==> src/rtl/dual_die_status.sv <==
module dual_die_status #(
  parameter int ROW_W = 19
) (
  input  logic             clk,
  input  logic             rst_n,
  input  logic             cmd_valid,
  input  logic [7:0]       cmd_byte,
  input  logic             addr_valid,
  input  logic [ROW_W-1:0] row_addr,
  input  logic [1:0]       die_busy,
  input  logic [1:0]       die_array_busy,
  input  logic [1:0]       die_fail,
  input  logic             wp_n,
  output logic [7:0]       status_byte,
  output logic             status_oe,
  output logic             rb_n
);
  localparam logic [ROW_W-1:0] SECOND_BASE = {1'b1, {(ROW_W-1){1'b0}}};
  localparam logic [7:0] OP_SEL0 = 8'hF2;
  localparam logic [7:0] OP_SEL1 = 8'hF3;
  localparam logic [7:0] OP_STAT = 8'h70;
  localparam logic [7:0] OP_IDENT = 8'h90;

  typedef enum logic [1:0] {M_IDLE, M_STAT, M_IDENT} mode_t;

  mode_t mode_q;
  logic  sel_q;
  logic  last_die_q;

  always_ff @(posedge clk) begin
    if (!rst_n) begin
      mode_q     <= M_IDLE;
      sel_q      <= 1'b0;
      last_die_q <= 1'b0;
    end else begin
      if (addr_valid) last_die_q <= (row_addr >= SECOND_BASE);
      if (cmd_valid) begin
        case (cmd_byte)
          OP_SEL0: begin
            mode_q <= M_STAT;
            sel_q  <= 1'b0;
          end
          OP_SEL1: begin
            mode_q <= M_STAT;
            sel_q  <= 1'b1;
          end
          OP_STAT: begin
            if (mode_q != M_IDENT) begin
              mode_q <= M_STAT;
              sel_q  <= last_die_q;
            end
          end
          OP_IDENT: mode_q <= M_IDENT;
          default:  mode_q <= M_IDLE;
        endcase
      end
    end
  end

  assign status_oe   = (mode_q == M_STAT);
  assign status_byte = status_oe ? {wp_n, ~die_busy[sel_q], ~die_array_busy[sel_q],
                                    4'b0000, die_fail[sel_q]} : 8'h00;
  assign rb_n        = ~|die_busy;
endmodule

==> config.mk <==
export PLATFORM = sky130hd
export DESIGN_NAME = dual_die_status
export DESIGN_NICKNAME = d
export VERILOG_FILES = /design/src/rtl/dual_die_status.sv
export SDC_FILE = /design/constraint.sdc
export NUM_CORES = 1
export LEC_CHECK = 0
export BUFFER_PORTS_ARGS = -buffer_cell sky130_fd_sc_hd__buf_2
export CAP_MARGIN = 20
export CORE_AREA = 2 2 39 41
export CTS_CLUSTER_DIAMETER = 80
export CTS_CLUSTER_SIZE = 16
export DETAILED_ROUTE_END_ITERATION = 10
export DIE_AREA = 0 0 41 43
export GPL_ROUTABILITY_DRIVEN = 0
export PLACE_DENSITY = 0.7
export RECOVER_POWER = 50
export SLEW_MARGIN = 20
export SYNTH_ARGS = -nofsm -noshare
export SYNTH_HDL_FRONTEND = slang
export SYNTH_SLANG_ARGS = --single-unit
==> constraint.sdc <==
create_clock -name clk -period 2.51 [get_ports clk]
set_clock_uncertainty 0.05 [all_clocks]
set_input_delay 0.1255 -clock clk [delete_from_list [all_inputs] [get_ports clk]]
set_output_delay 0.1255 -clock clk [all_outputs]
set_load 0.1 [all_outputs]
== Word-level counts from Yosys, hierarchy flattened ==
Index checks and enable logic that the tools add are counted.

* Register bits: 4
* Output and inout port bits: 10
* Word-level logic and storage cells: 31

* Equal/unequal tests: 7
* Bitwise logic cells: 2
* Order comparisons: 2
* Muxes and demuxes: 11
* Reduce and logical (&&, ||, !) cells: 6

{| class="wikitable"
|+ Operator list
! operator !! number
|-
| $eq A8 B8 Y1 const B || 3
|-
| $ge A19 B19 Y1 const B || 1
|-
| $eq A8 B7 Y1 const B || 1
|-
| $mux W8 || 1
|-
| $mux W1 || 7
|-
| $pmux W2 S3 || 1
|-
| $ne A2 B2 Y1 const B || 2
|-
| $reduce_or A2 Y1 || 2
|-
| $pmux W1 S3 || 1
|-
| $reduce_and A3 Y1 || 1
|-
| $reduce_bool A3 Y1 || 1
|-
| $eq A2 B1 Y1 const B || 1
|-
| $lt A1 B2 Y1 const B || 1
|-
| $mux W2 || 1
|-
| $not A1 Y1 || 2
|-
| $reduce_and A2 Y1 || 1
|-
| $logic_not A1 Y1 || 1
|}

== Depth between registers and ports, before layout ==
Gate-level depths: netlist of run 1.

* Depth after elaboration: 4
* Depth in mapped cells: 4
* Depth with buffers taken out: 4

== Least setup slack after synthesis of run 1 ==
OpenSTA, ideal clock, no wires.

* Kind: reg-to-output
* Start: reg mode_q[1]
* End: out status_byte[5]
* Arrival time: 2.737 ns
* Path buffers: 0
* Stages on the path, launching flop included: 3
* Slack: -0.402 ns
* Cell sequence: dfxtp_1 -> nand2b_1 -> a211oi_1

* Longest elaborated chain between the ends: 2

{| class="wikitable"
|+ Ends and longest elaborated chain
! item !! RTL line !! text
|-
| from (decl) || 26 || <nowiki>mode_t mode_q;</nowiki>
|-
| from (signal assigned) || 32 || <nowiki>mode_q <= M_IDLE;</nowiki>
|-
| from (signal assigned) || 40 || <nowiki>mode_q <= M_STAT;</nowiki>
|-
| from (signal assigned) || 44 || <nowiki>mode_q <= M_STAT;</nowiki>
|-
| $eq A2 B1 Y1 || 60 || <nowiki>assign status_oe = (mode_q == M_STAT);</nowiki>
|-
| $mux W8 || 61 || <nowiki>assign status_byte = status_oe ? {wp_n, ~die_busy[sel_q], ~die_array_busy[sel_q],</nowiki>
|-
| to (decl) || 14 || <nowiki>output logic [7:0] status_byte,</nowiki>
|}

No other way between the ends.

== Final worst setup path of run 1 ==
* Start: reg mode_q[1]
* End: out status_byte[6]

The elaborated chain is that of the path after synthesis.

==> metrics.csv, run 1 <==
metric,value,unit
status,"complete, no violations",
crit end category,primary output,
CTS Hold Buffers Added,0,
WL final,853,um
CTS root buf,clkbuf_4,
DRT antenna net count,0,
number of synthesized register bits,4,
Fill cells,158,
pin count of the biggest net entering global routing,7,
grt total ovfl,0,
CP Launch Type,register,
Top Layer Used,met4,
Worst Path Required,2330,ps
Slew @ Worst Pin,1160,ps
IO Port Bufs,25,
VDD IR max,0.000203,V
Final period util,0.634,
share of the synthesized area in the top cell type,0.231,
Die ar.,1760,um^2
Layout Nets,111,
"Reg clk slew, reported paths",40,ps
Die Y,43,um
count of flip-flops with a built-in enable after synthesis,0,
synthesis-to-finish area growth,38.6,%
Detailed Place HPWL,730,um
Clock Sinks,4,
cell taking the most area after synthesis,dfxtp_1,
CTS tree,yes,
Mapped Cells,44,
global-route wire length before repair,1240,um
cts repair resizes,0,
Vias,395,
Clock Latency Late Sink,240,ps
Initial Util,0.250,
"worst slack, placed",1110,ps
kind of critical path,reg -> out,
unrepaired setup endpoints after global routing,false,
final setup fails,0,
Power Density,442,nW/um^2
drt pass-1 iters,4,
slew margin rel.,0.230,
Global Route Usage Sum,0.108,
antenna diode count,0,
Fmax,628,MHz
WL met3,106,um
Met2 Routed Length,364,um
ys flop type,dfxtp_1,
Metal-1 WL,357,um
core area,1380,um^2
Yosys cell types,22,
Die X,41,um
# Post-CTS Setup Buffers,0,
Ports,48,
mapped cell area,347,um^2
fin worst setup slack,919,ps
initial antenna violation count,0,
Final min period,1590,ps
CTS H-tree depth,1,
Max Cap Viol,0,
vias in the first global route,326,
Worst Hold Class,in -> reg,
Leak,0.000240,uW
fin util,0.347,
Max Root-Sink Buffers,2,
DR vias/cell,4.54,
"Hold Vio Cnt, Final",0,
"Arr. time, crit path",1420,ps
Post-synth top cells,"buf_4 (4), dfxtp_1 (4), nand3_1 (4), nor2_1 (4), nor2b_1 (4)",
DRC Markers,0,
share of cells above drive strength 1,0.394,
Yosys warning total,0,
Syn Area/Cell,7.88,um^2
share of synthesized registers carrying an async set or reset,0,
initial DRC count,8,
Setup TNS,0,ps
wire per inst,9.80,um
register area share after synthesis,0.231,
"top cells by area, synth","dfxtp_1 (23%), mux2i_1 (8.7%), buf_4 (8.7%), nor2b_1 (7.2%), nand3_1 (5.8%)",
row count,14,
worst-path maximum fanout,4,
Num CTS Buffers,3,
Final Max Tran Viols,0,
## state kept, by name, indices dropped and copies added, names as in the netlist
register and count:
sel_q 1, last_die_q 1, mode_q 2
## power by group
| group | internal, uW | switching (uW) | total [uW] |
|---|---|---|---|
| clock | 53.7 | 28.9 | 82.6 |
| combinational | 17.3 | 47.0 | 64.3 |
| sequential | 64.9 | 0.611 | 65.5 |
## cell type report
class / count / area [um^2] / area share
Inverter: 1 / 3.75 / 0.00781
Clock buffer: 3 / 22.5 / 0.0469
Sequential cell: 4 / 80.1 / 0.167
Tap cell: 16 / 20.0 / 0.0417
Multi-Input combinational cell: 38 / 230 / 0.479
Timing Repair Buffer: 25 / 124 / 0.258
## cell usage in the layout, fill, tap and decap left out, drive strengths merged
cell	n
o41ai	1
conb	4
and3	1
or4	1
o2bb2ai	1
a21boi	1
inv	1
o211ai	1
nand2	3
nand3	4
nor2b	4
mux2i	3
nor3	2
o21ai	1
clkbuf	4
nand2b	3
buf	24
and2	1
and4bb	1
a211oi	2
nor2	4
dfxtp	4
## metrics by stage
step	cells	hold slack, ps	total power (uW)	area, um^2
after floorplan	47	204	115	358
after global placement	84	341	131	473
after detailed placement	84	347	132	473
after CTS	87	96.0	218	495
after global routing	87	108	226	480
final	87	95.6	212	480
## cells by family after synthesis
logic type	share of synthesized area
compound gates	0.166
buf+inv	0.0975
flops	0.231
mux	0.0866
other cells	0.0108
simple gates	0.408
## final timing paths
check                from              to  slack (ps)  depth (start not counted)
min          row_addr[18]      last_die_q         100                          3
max reg2reg     mode_q[1]           sel_q        1420                          4
min reg2reg     mode_q[1]       mode_q[1]         460                          2
max             mode_q[1]  status_byte[6]         920                          3
## routing by layer
metal | up-vias | GRT usage
li1 | 204 | -
met1 | 162 | 0.116
met2 | 27 | 0.169
met3 | 2 | 0.0314
met4 | 0 | 0.0800
met5 | - | 0
## worst max-delay path, stage by stage, from the launching register on
cell and delay [ps]:
dfxtp_1 320, nand2b_1 190, a211oi_1 210, buf_2 460
Note: power is estimated with default switching activity, not from simulation.
==> run 2, diff against run 1 <==
- ABC_AREA: unset -> 1
- CORE_AREA: 2 2 39 41 -> unset
- CORE_MARGIN: unset -> 2
- CORE_UTILIZATION: unset -> 27
- DIE_AREA: 0 0 41 43 -> unset
- PLACE_DENSITY: 0.7 -> 0.74
- clock period: 2.51 -> 1.3 ns (I/O delays scaled with it)
==> metrics.csv, run 2 <==
metric,value,unit,change
status,"complete, no violations",,
Post-Layout Inst Area,656,um^2,+36%
max reg flops,2,,unchanged
Die Y,40.7,um,-5.3%
Fmax,785,MHz,
count of flip-flops with a built-in enable after synthesis,0,,unchanged
Seq. cell area,82.6,um^2,+3.1%
number of synthesized register bits,4,,unchanged
reg2reg path depth,7,,+3
"commonest non-fill, non-tap cell in the layout",buf_2,,
Leak,0.000327,uW,+36%
Mapped Cells,64,,+45%
"Arr. time, crit path",1160,ps,-260 ps
core area,1280,um^2,-7.1%
unrepaired setup endpoints after global routing,true,,
Worst Path Required,1190,ps,-1140 ps
CP Launch Type,register,,
antenna diode count,0,,unchanged
synthesis-to-finish area growth,80.1,%,
CTS root buf,clkbuf_4,,
"Reg clk slew, reported paths",30,ps,about the same
Final min period,1270,ps,
Yosys cell types,16,,-27%
worst reg-to-reg setup slack,290,ps,-1130 ps
biggest regs,"mode_q x2, last_die_q x1, sel_q x1",,
Slew @ Worst Pin,536,ps,-623 ps
ys flop type,dfxtp_1,,
Die X,40.7,um,-0.68%
crit end category,primary output,,
DR vias/cell,4.27,,-6.0%
Worst Hold Class,in -> reg,,
Layout Nets,133,,+20%
Post-synth top cells,"nand2_1 (19), inv_1 (12), nor2_1 (6)",,
CP Cell Sequence,"inv_2, nand2_4, clkinvlp_4, nand2_2, a21oi_4, buf_12",,
VDD IR max,0.000420,V,+110%
drt pass-1 iters,4,,unchanged
CP top delay family,buffers and inverters,,
worst-path maximum fanout,3,,-1
register area share after synthesis,0.220,,-0.0111
initial DRC count,4,,-4
DRT antenna net count,0,,unchanged
overall power,418,uW,+97%
fin util,0.510,,+0.163
Global Route Usage Sum,0.121,,+0.0122
Initial Util,0.283,,+0.0329
cell taking the most area after synthesis,dfxtp_1,,
final setup fails,0,,unchanged
Vias,461,,+17%
Setup TNS,0,ps,unchanged
Ports,48,,unchanged
share of the synthesized area in the top cell type,0.220,,-0.0111
Clock Sinks,4,,unchanged
share of synthesized registers carrying an async set or reset,0,,unchanged
"count leader, synth",nand2_1,,
Slowest cell on crit path,dfxtp_2,,
CP peak stage delay,310,ps,-150 ps
hold path cells,3,,unchanged
Die ar.,1660,um^2,-5.9%
row count,13,,-1
fin worst setup slack,25.4,ps,-893 ps
wire per inst,7.74,um,-21%
Hold EP,last_die_q,,
initial antenna violation count,0,,unchanged
Max Cap Viol,0,,unchanged
area of the multi-input gates,267,um^2,+16%
IO Port Bufs,25,,unchanged
Final period util,0.980,,
DRC Markers,0,,unchanged
FF-to-FF Start,mode_q[1],,
global-route wire length before repair,1310,um,+5.6%
vias in the first global route,391,,+20%
"top cells by area, synth","dfxtp_1 (22%), nand2_1 (20%), inv_1 (12%), buf_4 (8.2%), nor2_1 (6.2%)",,
CTS H-tree depth,1,,unchanged
Buf/Inv on CP,3,,+2
"worst slack, placed",196,ps,-911 ps
pin count of the biggest net entering global routing,5,,-2
share of cells above drive strength 1,0.495,,+0.100
largest reg by FF count,mode_q,,
Final Max Tran Viols,0,,unchanged
Placed Area,622,um^2,+31%
WL final,836,um,-2.0%
Fill cells,131,,-17%
Num CTS Buffers,3,,unchanged
"Hold Vio Cnt, Final",0,,unchanged
grt total ovfl,0,,unchanged
Yosys warning total,0,,unchanged
Max Root-Sink Buffers,2,,unchanged
RR Endpoint,sel_q,,
min-delay src,row_addr[18],,
Detailed Place HPWL,737,um,+0.96%
Power Density,638,nW/um^2,+44%
Syn Area/Cell,5.69,um^2,-28%
mapped cell area,364,um^2,+5.1%
kind of critical path,reg -> out,,
slew margin rel.,0.644,,+0.414
"commonest cells after routing, fill and taps aside","buf_2 (18), nand2_1 (16), inv_1 (9), buf_12 (5)",,
CTS tree,yes,,
Clock Latency Late Sink,230,ps,about the same
run 2: changes by cell type in the layout (fill, tap and decap cells not counted), moves of 4 or more:
cell     before  now
nand2_1       3   16
inv_1         1    9
nand2_2       0    4
buf_12        0    5
nor2b_1       4    0
nor2_2        0    4
buf_2        24   18
run 2: logic make-up after synthesis:
family,synth area share
simple gates,0.454
buf+inv,0.206
compound gates,0.110
flops,0.220
other cells,0.0103
run 2: how the worst max path moves through the flow:
stage	cells after the start	slack (ps)	to	startpoint
final	6	30	status_byte[6]	mode_q[1]
after global routing	6	-30	status_byte[6]	mode_q[1]
after CTS	6	2	status_byte[6]	mode_q[1]
after detailed placement	4	200	status_byte[0]	sel_q
after global placement	4	200	status_byte[0]	sel_q
after floorplan	5	-280	status_byte[5]	mode_q[1]
run 2: through the flow:
step / cells / hold WS [ps]
final: 108 / 20.6
after global routing: 108 / 37.0
after CTS: 108 / 12.1
after detailed placement: 103 / 204
after global placement: 103 / 197
after floorplan: 67 / 104
run 2: worst min-delay path: stages:
cell	delay (ps)
buf_2	90
inv_1	40
a21oi_1	50
run 2: final cells by class:
type | instances | area share
Clock buffer | 3 | 0.0344
Inverter | 12 | 0.0744
Tap cell | 15 | 0.0286
Timing Repair Buffer | 27 | 0.330
Multi-Input combinational cell | 47 | 0.406
Sequential cell | 4 | 0.126
run 2: timing repair:
item / 4_1_cts / 5_1_grt
gates resized for setup: 1 / 0
pin swaps: 0 / 3
gates cloned: 0 / 0
setup endpoints to repair: 3 / 2
endpoints found under the hold margin: 1 / 0
hold buffers: 1 / 0
buffers inserted: 1 / 0
run 2: metal layers:
layer	vias up	wire (um)	track usage
met2	19	434	0.238
met1	196	328	0.104
met4	0	0	0.0500
met5	-	0	0
li1	246	-	-
met3	0	73	0.0489
run 2: report_power, final:
group | leakage, uW | total [uW] | switching, uW | internal, uW
logic | 0.000280 | 137 | 101 | 36.0
clock network | 0.0000138 | 151 | 47.6 | 103
registers | 0.0000336 | 130 | 2.33 | 128
total | 0.000327 | 418 | 151 | 267
==> run 3, diff against run 2 <==
- PLACE_DENSITY: 0.74 -> 0.77
==> metrics.csv, run 3 (synthesis gave the netlist of run 2 again) <==
metric,value,unit,change
final hold slack,21.6,ps,+0.989 ps
"Arr. time, crit path",1130,ps,-30 ps
Detailed Place HPWL,769,um,+4.4%
Power Density,608,nW/um^2,-4.6%
Top Layer Used,met3,,
kind of critical path,reg -> out,,
fin util,0.540,,+0.0302
final setup fails,0,,unchanged
internal power,268,uW,+0.52%
synthesis-to-finish area growth,90.7,%,
"commonest cells after routing, fill and taps aside","buf_2 (18), nand2_1 (15), inv_1 (9), buf_12 (6), nand2_2 (5)",,
timing endpoint of the critical path,status_byte[0],,
Die Y,40.7,um,unchanged
worst reg-to-reg setup slack,280,ps,about the same
Max Root-Sink Buffers,2,,unchanged
Clock power frac,0.362,,+0.002
Fmax,801,MHz,+2.1%
Worst Hold Class,in -> reg,,
Clock Sinks,4,,unchanged
Max Cap Viol,0,,unchanged
Metal-1 WL,343,um,+4.6%
Num CTS Buffers,3,,unchanged
Global Route Usage Sum,0.131,,+0.0101
"commonest non-fill, non-tap cell in the layout",buf_2,,
Die X,40.7,um,unchanged
Vias,464,,+0.65%
Post-Layout Inst Area,694,um^2,+5.9%
initial DRC count,3,,-1
CTS root buf,clkbuf_4,,
drt pass-1 iters,2,,-2
reg2reg path depth,7,,unchanged
grt total ovfl,0,,unchanged
wire per inst,8.26,um,+6.7%
"Reg clk slew, reported paths",40,ps,about the same
Net Switching,154,uW,+1.9%
share of cells above drive strength 1,0.531,,+0.0366
biggest regs,"mode_q x2, last_die_q x1, sel_q x1",,
CTS H-tree depth,1,,unchanged
row count,13,,unchanged
pin count of the biggest net entering global routing,5,,unchanged
FF-to-FF Start,mode_q[1],,
CP peak stage delay,310,ps,about the same
IO Port Bufs,25,,unchanged
max reg flops,2,,unchanged
global-route wire length before repair,1370,um,+4.2%
DR vias/cell,4.18,,-2.1%
unrepaired setup endpoints after global routing,true,,
"Hold Vio Cnt, Final",0,,unchanged
"worst slack, placed",173,ps,-23.3 ps
largest reg by FF count,mode_q,,
crit end category,primary output,,
Slowest cell on crit path,dfxtp_2,,
combinational power share,0.330,,+0.002
CTS tree,yes,,
CP Launch Type,register,,
Die ar.,1660,um^2,unchanged
Leak,0.000346,uW,+5.9%
VDD IR max,0.000548,V,+31%
antenna diode count,0,,unchanged
slew margin rel.,0.643,,about the same
Initial Util,0.283,,unchanged
Clock Latency Late Sink,230,ps,about the same
RR Endpoint,sel_q,,
crit path from,mode_q[1],,
fin worst setup slack,51.0,ps,+25.7 ps
vias in the first global route,380,,-2.8%
Ports,48,,unchanged
status,"complete, no violations",,
Placed Area,622,um^2,unchanged
Worst Path Required,1190,ps,about the same
worst-path maximum fanout,2,,-1
core area,1280,um^2,unchanged
Final min period,1250,ps,-25.7 ps
DRC Markers,0,,unchanged
Seq pwr share,0.309,,-0.002
initial antenna violation count,0,,unchanged
CP Cell Sequence,"inv_2, nand2_4, buf_4, a21oi_4, buf_12",,
WL final,917,um,+9.7%
Final period util,0.961,,-0.0197
switching share of power,0.365,,+0.00308
Final Max Tran Viols,0,,unchanged
Layout Nets,136,,+2.3%
Met2 Routed Length,501,um,+15%
WL met3,72,um,-1.4%
DRT antenna net count,0,,unchanged
Slew @ Worst Pin,537,ps,+0.899 ps
[run 3: layer usage]
| metal | up-vias | track usage |
|---|---|---|
| li1 | 249 | - |
| met1 | 197 | 0.101 |
| met2 | 18 | 0.266 |
| met3 | 0 | 0.0815 |
| met4 | 0 | 0.0250 |
| met5 | - | 0 |
[run 3: per-stage QoR]
stage / setup TNS [ps] / total power, uW / std cells
after floorplan: -598 / 236 / 67
after global placement: 0 / 265 / 103
after detailed placement: 0 / 268 / 103
after CTS: 0 / 432 / 108
after global routing: -10.2 / 455 / 111
final: 0 / 422 / 111
[run 3: worst max-delay path: cells and delay by family (launching register included)]
| family | cells | cell delay (ps) |
|---|---|---|
| buffers and inverters | 3 | 400 |
| DFF | 1 | 310 |
| AOI/OAI and AO/OA | 1 | 140 |
| and+or+nand+nor | 1 | 50 |
[run 3: layout make-up]
| class | count | area [um^2] |
|---|---|---|
| fill | 128 | 591 |
| multi-input combinational | 47 | 269 |
| timing repair buffer | 30 | 251 |
| sequential | 4 | 83.8 |
| inverter | 12 | 48.8 |
| clock buffer | 3 | 22.5 |
| tap | 15 | 18.8 |
[run 3: repair_timing]
item                       in CTS  in global routing
hold buffers                    1                  0
setup buffers                   1                  3
setup endpoints to repair       3                  3
resized for setup               1                  2
pin swaps                       0                  4
gates cloned                    0                  0
hold endpoints to repair        1                  0
[run 3: worst min path at each step]
| stage | cells after the start | end | slack [ps] | from |
|---|---|---|---|---|
| floorplan | 1 | last_die_q | 100 | addr_valid |
| global placement | 2 | last_die_q | 200 | addr_valid |
| detailed placement | 2 | last_die_q | 200 | addr_valid |
| CTS | 3 | last_die_q | 10 | row_addr[18] |
| global route | 3 | last_die_q | 40 | row_addr[18] |
| finish | 3 | last_die_q | 20 | row_addr[18] |
[run 3: power groups by stage]
stage	logic (uW)	clock network [uW]	registers [uW]
global placement	133	0	132
finish	139	153	130
CTS	138	164	130
floorplan	104	0	131
detailed placement	136	0	132
global route	151	173	131
